--- config.mk ---
export PLATFORM = sky130hd
export DESIGN_NAME = irqsrc_bank
export DESIGN_NICKNAME = d
export VERILOG_FILES = /design/src/rtl/irqsrc_pkg.sv /design/src/rtl/irqsrc_sync.sv /design/src/rtl/irqsrc_sense.sv /design/src/rtl/irqsrc_route.sv /design/src/rtl/irqsrc_bank.sv
export SDC_FILE = /design/constraint.sdc
export NUM_CORES = 1
export LEC_CHECK = 0
export BUFFER_PORTS_ARGS = -buffer_cell sky130_fd_sc_hd__buf_2
export CORE_ASPECT_RATIO = 1.5
export CORE_MARGIN = 3
export CORE_UTILIZATION = 60
export CTS_BUF_LIST = sky130_fd_sc_hd__clkbuf_8 sky130_fd_sc_hd__clkbuf_16
export DETAILED_ROUTE_END_ITERATION = 6
export GPL_TIMING_DRIVEN = 0
export HOLD_SLACK_MARGIN = 0.1
export PLACE_DENSITY = 0.8
export SLEW_MARGIN = 10
export SYNTH_ARGS = -nofsm -noshare
export SYNTH_HDL_FRONTEND = slang
export SYNTH_SLANG_ARGS = --single-unit
--- constraint.sdc ---
create_clock -name clk -period 2.45 [get_ports clk]
set_clock_uncertainty 0.1 [all_clocks]
set_input_delay 0.245 -clock clk [delete_from_list [all_inputs] [get_ports clk]]
set_output_delay 0.245 -clock clk [all_outputs]
set_load 0.01 [all_outputs]
--- src/rtl/irqsrc_pkg.sv ---
package irqsrc_pkg;

   localparam int unsigned BUS_W  = 32;
   localparam int unsigned ADDR_W = 10;
   localparam int unsigned IDX_W  = 7;

   // Register region picked by address bits [8:6] when bit 9 is clear
   typedef enum logic [2:0] {
      RG_MISC = 3'd0,
      RG_POL  = 3'd1,
      RG_TRIG = 3'd2,
      RG_DUAL = 3'd3,
      RG_MSET = 3'd4,
      RG_MCLR = 3'd5,
      RG_PEND = 3'd6,
      RG_MASK = 3'd7
   } region_e;

   localparam logic [3:0] CFG_WORD  = 4'd0;
   localparam logic [3:0] EDGE_WORD = 4'd4;
   localparam int unsigned EDGE_SET_BIT = 31;

   function automatic int unsigned idx_w(int unsigned n);
      return (n <= 1) ? 1 : $clog2(n);
   endfunction

endpackage

--- src/rtl/irqsrc_sync.sv ---
module irqsrc_sync #(
   parameter int unsigned W      = 8,
   parameter int unsigned STAGES = 2
) (
   input  logic         clk,
   input  logic         rst,
   input  logic [W-1:0] d_i,
   output logic [W-1:0] q_o
);

   if (STAGES < 2) begin : g_bad_stages
      $error("irqsrc_sync needs at least two stages");
   end

   logic [W-1:0] stage_q [STAGES];

   for (genvar s = 0; s < STAGES; s++) begin : g_stage
      always_ff @(posedge clk) begin
         if (rst) stage_q[s] <= '0;
         else if (s == 0) stage_q[s] <= d_i;
         else stage_q[s] <= stage_q[(s == 0) ? 0 : s-1];
      end
   end

   assign q_o = stage_q[STAGES-1];

endmodule

--- src/rtl/irqsrc_sense.sv ---
module irqsrc_sense #(
   parameter int unsigned N = 8
) (
   input  logic         clk,
   input  logic         rst,
   input  logic [N-1:0] sync_i,
   input  logic [N-1:0] pol_i,
   input  logic [N-1:0] trig_i,
   input  logic [N-1:0] dual_i,
   input  logic [N-1:0] sw_set_i,
   input  logic [N-1:0] sw_clr_i,
   output logic [N-1:0] pend_o
);

   logic [N-1:0] prev_q;
   logic [N-1:0] latch_q;

   always_ff @(posedge clk) begin
      if (rst) prev_q <= '0;
      else prev_q <= sync_i;
   end

   for (genvar g = 0; g < N; g++) begin : g_src
      logic active, active_prev, one_edge, any_edge, hit;

      always_comb begin
         active      = sync_i[g] ^ pol_i[g];
         active_prev = prev_q[g] ^ pol_i[g];
         one_edge    = active & ~active_prev;
         any_edge    = sync_i[g] ^ prev_q[g];
         hit         = dual_i[g] ? any_edge : one_edge;
      end

      always_ff @(posedge clk) begin
         if (rst || !trig_i[g]) latch_q[g] <= 1'b0;
         else if (hit || sw_set_i[g]) latch_q[g] <= 1'b1;
         else if (sw_clr_i[g]) latch_q[g] <= 1'b0;
      end

      assign pend_o[g] = trig_i[g] ? latch_q[g] : active;
   end

endmodule

--- src/rtl/irqsrc_route.sv ---
module irqsrc_route #(
   parameter int unsigned N  = 8,
   parameter int unsigned C  = 2,
   parameter int unsigned CW = 1
) (
   input  logic [N-1:0]    pend_i,
   input  logic [N-1:0]    mask_i,
   input  logic [N*CW-1:0] map_i,
   output logic [C-1:0]    core_o
);

   for (genvar c = 0; c < C; c++) begin : g_core
      always_comb begin
         core_o[c] = 1'b0;
         for (int i = 0; i < N; i++) begin
            if (pend_i[i] && mask_i[i] && (map_i[i*CW +: CW] == CW'(c)))
               core_o[c] = 1'b1;
         end
      end
   end

endmodule

--- src/rtl/irqsrc_bank.sv ---
module irqsrc_bank
   import irqsrc_pkg::*;
#(
   parameter int unsigned NUM_SRC  = 40,
   parameter int unsigned NUM_CORE = 4,
   parameter int unsigned SYNC_STG = 2
) (
   input  logic                clk,
   input  logic                rst,
   input  logic [NUM_SRC-1:0]  src_i,
   input  logic                bus_we,
   input  logic [ADDR_W-1:0]   bus_addr,
   input  logic [BUS_W-1:0]    bus_wdata,
   output logic [BUS_W-1:0]    bus_rdata,
   output logic [NUM_CORE-1:0] core_irq_o
);

   localparam int unsigned CORE_W  = idx_w(NUM_CORE);
   localparam int unsigned GRP_M1  = NUM_SRC / 8 - 1;
   localparam int unsigned CORE_M1 = NUM_CORE - 1;

   if ((NUM_SRC % 8) != 0 || NUM_SRC < 8 || NUM_SRC > 128) begin : g_bad_src
      $error("NUM_SRC must be a multiple of 8 between 8 and 128");
   end
   if (NUM_CORE < 1 || NUM_CORE > 256) begin : g_bad_core
      $error("NUM_CORE must be between 1 and 256");
   end

   // Address decode
   logic             map_sel;
   region_e          region;
   logic [3:0]       wsel;
   logic [IDX_W-1:0] map_idx;
   logic             unused_addr_bits;

   assign map_sel          = bus_addr[9];
   assign region           = region_e'(bus_addr[8:6]);
   assign wsel             = bus_addr[5:2];
   assign map_idx          = bus_addr[8:2];
   assign unused_addr_bits = ^bus_addr[1:0];

   // Configuration state
   logic [NUM_SRC-1:0]        pol_q, trig_q, dual_q, mask_q;
   logic [NUM_SRC*CORE_W-1:0] map_q;

   always_ff @(posedge clk) begin
      if (rst) begin
         pol_q  <= '0;
         trig_q <= '0;
         dual_q <= '0;
         mask_q <= '0;
         map_q  <= '0;
      end else if (bus_we && !map_sel) begin
         for (int i = 0; i < NUM_SRC; i++) begin
            if (int'(wsel) == i / 32) begin
               case (region)
                  RG_POL:  pol_q[i]  <= bus_wdata[i % 32];
                  RG_TRIG: trig_q[i] <= bus_wdata[i % 32];
                  RG_DUAL: dual_q[i] <= bus_wdata[i % 32];
                  RG_MSET: if (bus_wdata[i % 32]) mask_q[i] <= 1'b1;
                  RG_MCLR: if (bus_wdata[i % 32]) mask_q[i] <= 1'b0;
                  default: ;
               endcase
            end
         end
      end else if (bus_we && map_sel) begin
         for (int i = 0; i < NUM_SRC; i++) begin
            if (int'(map_idx) == i) map_q[i*CORE_W +: CORE_W] <= bus_wdata[CORE_W-1:0];
         end
      end
   end

   // Edge command decode
   logic               edge_wr;
   logic [NUM_SRC-1:0] sw_set, sw_clr;

   assign edge_wr = bus_we && !map_sel && (region == RG_MISC) && (wsel == EDGE_WORD);

   always_comb begin
      for (int i = 0; i < NUM_SRC; i++) begin
         sw_set[i] = edge_wr && (bus_wdata[IDX_W-1:0] == IDX_W'(i)) &&  bus_wdata[EDGE_SET_BIT];
         sw_clr[i] = edge_wr && (bus_wdata[IDX_W-1:0] == IDX_W'(i)) && !bus_wdata[EDGE_SET_BIT];
      end
   end

   // Datapath
   logic [NUM_SRC-1:0] sync_src, pend;

   irqsrc_sync #(.W(NUM_SRC), .STAGES(SYNC_STG)) u_sync (
      .clk (clk),
      .rst (rst),
      .d_i (src_i),
      .q_o (sync_src)
   );

   irqsrc_sense #(.N(NUM_SRC)) u_sense (
      .clk      (clk),
      .rst      (rst),
      .sync_i   (sync_src),
      .pol_i    (pol_q),
      .trig_i   (trig_q),
      .dual_i   (dual_q),
      .sw_set_i (sw_set),
      .sw_clr_i (sw_clr),
      .pend_o   (pend)
   );

   irqsrc_route #(.N(NUM_SRC), .C(NUM_CORE), .CW(CORE_W)) u_route (
      .pend_i (pend),
      .mask_i (mask_q),
      .map_i  (map_q),
      .core_o (core_irq_o)
   );

   // Read path
   function automatic logic [BUS_W-1:0] word_of(input logic [NUM_SRC-1:0] v, input logic [3:0] w);
      logic [BUS_W-1:0] r;
      r = '0;
      for (int b = 0; b < 32; b++) begin
         if (int'(w) * 32 + b < NUM_SRC) r[b] = v[int'(w) * 32 + b];
      end
      return r;
   endfunction

   always_comb begin
      bus_rdata = '0;
      if (map_sel) begin
         for (int i = 0; i < NUM_SRC; i++) begin
            if (int'(map_idx) == i) bus_rdata[CORE_W-1:0] = map_q[i*CORE_W +: CORE_W];
         end
      end else begin
         case (region)
            RG_MISC: if (wsel == CFG_WORD) begin
               bus_rdata[23:16] = 8'(GRP_M1);
               bus_rdata[7:0]   = 8'(CORE_M1);
            end
            RG_POL:  bus_rdata = word_of(pol_q, wsel);
            RG_TRIG: bus_rdata = word_of(trig_q, wsel);
            RG_DUAL: bus_rdata = word_of(dual_q, wsel);
            RG_PEND: bus_rdata = word_of(pend, wsel);
            RG_MASK: bus_rdata = word_of(mask_q, wsel);
            default: bus_rdata = '0;
         endcase
      end
   end

endmodule

==> results of run 1 <==
-- through the flow --
step | setup TNS, ns | cells | setup slack [ns] | hold slack [ns]
floorplan | 0 | 2411 | 0.08202 | 0.2547
global placement | -167.26 | 2930 | -1.368 | 0.3165
detailed placement | -175.55 | 2931 | -1.303 | 0.3220
CTS | -3.763 | 3092 | -0.6314 | 0.1276
-- timing repair --
action	in CTS
resized for setup	351
setup buffers	33
gates cloned	0
endpoints found under the setup margin	177
hold buffers	64
endpoints found under the hold margin	137
pin swaps	57
-- layer usage --
layer	track usage	GRT overflow
met2	0.8866	8
met5	0.09944	0
met1	0.6663	0
met4	0.7169	23
met3	0.4512	0
-- cells by family after synthesis --
kind of cell	Yosys count	share of synthesized area
DFF	400	0.4050
AOI/OAI and AO/OA	559	0.1718
xor gates and xnor gates	80	0.03544
buffers and inverters	200	0.03955
muxes	181	0.09473
and+or+nand+nor	991	0.2534
-- synth_stat cells, types with 6 or more instances --
cell	n	area, µm²
or4b_2	13	130.1
nor3_1	37	185.2
nor2_1	136	510.5
nand4b_1	23	201.4
mux2i_1	150	1501
a21oi_1	264	1321
nor4_1	12	75.07
nand4_1	26	162.7
dfxtp_1	400	8008
clkbuf_1	140	525.5
nor2_2	6	37.54
a311oi_1	37	324.1
or4_1	6	45.04
mux2_2	29	326.6
a211oi_1	12	90.09
nor2b_1	132	825.8
nand3b_1	16	120.1
inv_1	31	116.4
buf_2	22	110.1
o211ai_1	6	45.04
nand2b_1	61	381.6
o22ai_1	42	262.8
o21ai_0	104	520.5
or3_1	14	87.58
o2111ai_1	16	140.1
xor2_1	80	700.7
a222oi_1	23	230.2
nand2_1	367	1378
nand3_1	101	505.5
==> impl_metrics.ini, run 1 <==
[run_status]
outcome = stopped before the end
failing_step = global routing
firstError = [ERROR GRT-0116] Global routing finished with congestion. Check the congestion regions in the DRC Viewer.

[global_routing]
grt_pass1_vias = 26090
grt_pass1_wl_um = 178300
grt_max_degree = 18
grt_overflow_total = 31
grt.total_usage = 0.6764

[place]
io_buffers = 109
placed_cell_area_um2 = 20850
gp_congestion = 1.116
dp_hpwl_um = 70260

[logic_synthesis]
avgSynthCellArea_um2 = 8.201
ys.warnings.count = 0
synthDistinctLibCells = 78
syn-instance-count = 2411
yosysSeqAreaShare = 0.4050
syn_area_um2 = 19770
synthFlopType = dfxtp_1
syn_nets = 2496
async_flop_share = 0
synth_edf_count = 0
ys_ff_latch = 400

[clock_network]
cts_buffers = 37
cts.path.max_buffers = 3
htreeDepth = 2
root_buffer = clkbuf_16
numClockSinks = 400

[floorplanning]
die_w_um = 154.2
num_rows = 80
ios = 121
start_util = 0.6153
dieHeight_um = 228.3
==> run 2, diff against run 1 <==
--- a/config.mk
+++ b/config.mk
@@ -6,14 +6,11 @@
 export NUM_CORES = 1
 export LEC_CHECK = 0
 export BUFFER_PORTS_ARGS = -buffer_cell sky130_fd_sc_hd__buf_2
-export CORE_ASPECT_RATIO = 1.5
 export CORE_MARGIN = 3
-export CORE_UTILIZATION = 60
-export CTS_BUF_LIST = sky130_fd_sc_hd__clkbuf_8 sky130_fd_sc_hd__clkbuf_16
+export CORE_UTILIZATION = 40
 export DETAILED_ROUTE_END_ITERATION = 6
 export GPL_TIMING_DRIVEN = 0
-export HOLD_SLACK_MARGIN = 0.1
-export PLACE_DENSITY = 0.8
+export PLACE_DENSITY_LB_ADDON = 0.15
 export SLEW_MARGIN = 10
 export SYNTH_ARGS = -nofsm -noshare
 export SYNTH_HDL_FRONTEND = slang
==> impl_metrics.ini, run 2 <==
[floorplanning]
die_w_um = 228.3
num_rows = 80
design.core.area_um2 = 48250
start_util = 0.4098
dieHeight_um = 228.3
dieArea_um2 = 52130
ios = 121

[finish]
diodes = 0
fin_util = 0.5273
layout_commonest_cell = nand2_1
design_area_um2 = 25440
nets = 2787
final_cell_mix = nand2_1 (356), dfxtp_1 (300), a21oi_1 (261)
top_regs = map_q x80, u_sync.stage_q x80
fillers = 4645
drive_above_1_share = 0.2258
stdcell_count = 3393
areaGrowthSynthToFinish_pct = 28.68

[clock_network]
numClockSinks = 400
cts_tree = built
cts_buffers = 45
htreeDepth = 2
clock_latency_ns = 0.60
cts.clk_slew.worst_paths_ns = 0.07
cts.path.max_buffers = 3
root_buffer = clkbuf_16

[min_path]
hold_path_depth = 3
holdPathEnd = trig_q[7]
hold_path_startpoint = bus_wdata[7]
hp-class = input port to flop

[logic_synthesis]
avgSynthCellArea_um2 = 8.201
yosys-top-cells-area = dfxtp_1 (41%), mux2i_1 (7.6%), nand2_1 (7.0%)
synth_top_area_frac = 0.4050
yosysSeqAreaShare = 0.4050
ys_top_cells_by_count = dfxtp_1 (400), nand2_1 (367), a21oi_1 (264)
syn_nets = 2496
synth.most_common_cell = dfxtp_1
ys.warnings.count = 0
syn-instance-count = 2411
synthFlopType = dfxtp_1
async_flop_share = 0
ys_ff_latch = 400
synthDistinctLibCells = 78
synth_edf_count = 0
syn_area_um2 = 19770
synth.largest_area_cell = dfxtp_1

[drt]
route.detailed.drc = 2
wl_per_cell_um = 29.35
drt_iter0_drc = 2361
vias = 20740
antenna_left = 0
first_pass_iters = 7
wl_um = 99590
avgViaCountPerCell = 6.112

[run_status]
failed_checks = design-rule violations, negative setup slack
outcome = complete, but fails checks

[timing]
finalMaxSlewViolations = 0
grt_setup_unrepaired = yes
period_minus_slack_ns = 3.232
final.setup.tns_ns = -4.688
worstMarginPinSlew_ns = 1.248
hold_viol_final = 0
clock.fmax_mhz = 309.4
fin_crit_sh = 1.319
setup_violations = 25
relSlewSlack = 0.1679
setup_ws_ns = -0.7824

[place]
dp_hpwl_um = 75580
gp_congestion = 1.028
dp.cells = 3177
io_buffers = 109
placed_cell_area_um2 = 21160

[pwr]
power_switching_uw = 3890
combinationalPowerShare = 0.090
power.internal_uw = 11070
powerDensity_nw_per_um2 = 587.9
peakVddDrop_mv = 0.5701
finalPower_uw = 14960
leakagePower_uw = 0.009070
p_seq_frac = 0.444
clockPowerShare = 0.466
switching_share = 0.2600

[global_routing]
grt_pass1_vias = 19650
grt.total_usage = 0.3688
grt_max_degree = 14
antenna_found_initial = 4
grt_overflow_total = 0
grt_pass1_wl_um = 140900

[critical_path]
r2r_cells = 2
r2r-start = map_q[51]
critPathMaxFanout = 4
rr_endpoint = map_q[51]
worst_setup_path_end_kind = output port
cp-start-kind = flop
reg2reg_setup_slack_ns = 1.23
cp.arrival_ns = 2.89
critPathRequiredTime_ns = 2.11
worstSetupPathType = flop to output port

[flow_run]
cap_viol_max_count = 0
==> run 2: cell counts after synthesis <==
No cell type changed its count.
==> run 2: cell type report <==
type | instances | area, µm² | area share
plain buffers | 162 | 918.4 | 0.03610
repair buffers | 250 | 1843 | 0.07244
inverters | 32 | 123.9 | 0.004869
well taps | 656 | 820.8 | 0.03226
multi-input cells | 1811 | 12030 | 0.4730
clock buffers | 66 | 1345 | 0.05287
flip-flops and latches | 400 | 8183 | 0.3216
clock inverters | 16 | 173.9 | 0.006836
==> run 2: worst max-delay path by stage <==
stage / from / end / slack, ns / depth (start not counted)
4_1_cts: pol_q[24] / core_irq_o[1] / -0.73 / 7
5_1_grt: pol_q[24] / core_irq_o[1] / -0.74 / 7
3_5_place_dp: bus_addr[6] / bus_rdata[14] / -1.42 / 8
2_1_floorplan: bus_addr[8] / bus_rdata[0] / 0.08 / 8
6_report: pol_q[24] / core_irq_o[1] / -0.78 / 7
3_3_place_gp: bus_addr[6] / mask_q[33] / -1.56 / 6
==> run 2: critical path: stages (launching register included) <==
cell and delay (ns):
dfxtp_2 0.33, xor2_1 0.17, mux2_4 0.33, and3_4 0.21, a2111oi_4 0.47, and4_4 0.33, nand4_1 0.22, buf_2 0.23
==> run 2: timing repair <==
item                                    CTS  global route
cloned                                    1             0
pin swaps                                86            52
endpoints found under the setup margin  174            49
buffers inserted                         58            20
hold endpoints to repair                132             0
resized for setup                       330           138
hold buffers                             63             0
==> run 2: layer usage <==
metal  vias up  share of wire  GRT usage
met4         2          0.061     0.1896
li1       9138              -          -
met3       279          0.091    0.06680
met1     10140           0.41     0.4902
met5         -       0.000090          0
met2      1182           0.44     0.5737
==> run 2: cell families after synthesis <==
family                    count (synthesis)  synth area share
muxes                                   181           0.09473
DFF                                     400            0.4050
buffers and inverters                   200           0.03955
and+or+nand+nor                         991            0.2534
xor gates and xnor gates                 80           0.03544
AOI/OAI and AO/OA                       559            0.1718
==> run 2: power groups by stage <==
| stage | sequential, µW | clock, µW | combinational [µW] |
|---|---|---|---|
| floorplan | 6770 | 0 | 550 |
| global placement | 6790 | 0 | 1050 |
| detailed placement | 6790 | 0 | 1050 |
| CTS | 6640 | 7010 | 1260 |
| global route | 6640 | 7300 | 1390 |
| finish | 6640 | 6970 | 1350 |
==> run 2: stage by stage <==
stage | hold slack [ns] | worst slack, ns
2_1_floorplan | 0.2547 | 0.08202
3_3_place_gp | 0.3164 | -1.561
3_5_place_dp | 0.3256 | -1.417
4_1_cts | 0.009931 | -0.7276
5_1_grt | 0.07020 | -0.7420
6_report | 0.04218 | -0.7824
No activity file was read; power rests on OpenSTA's default activity.
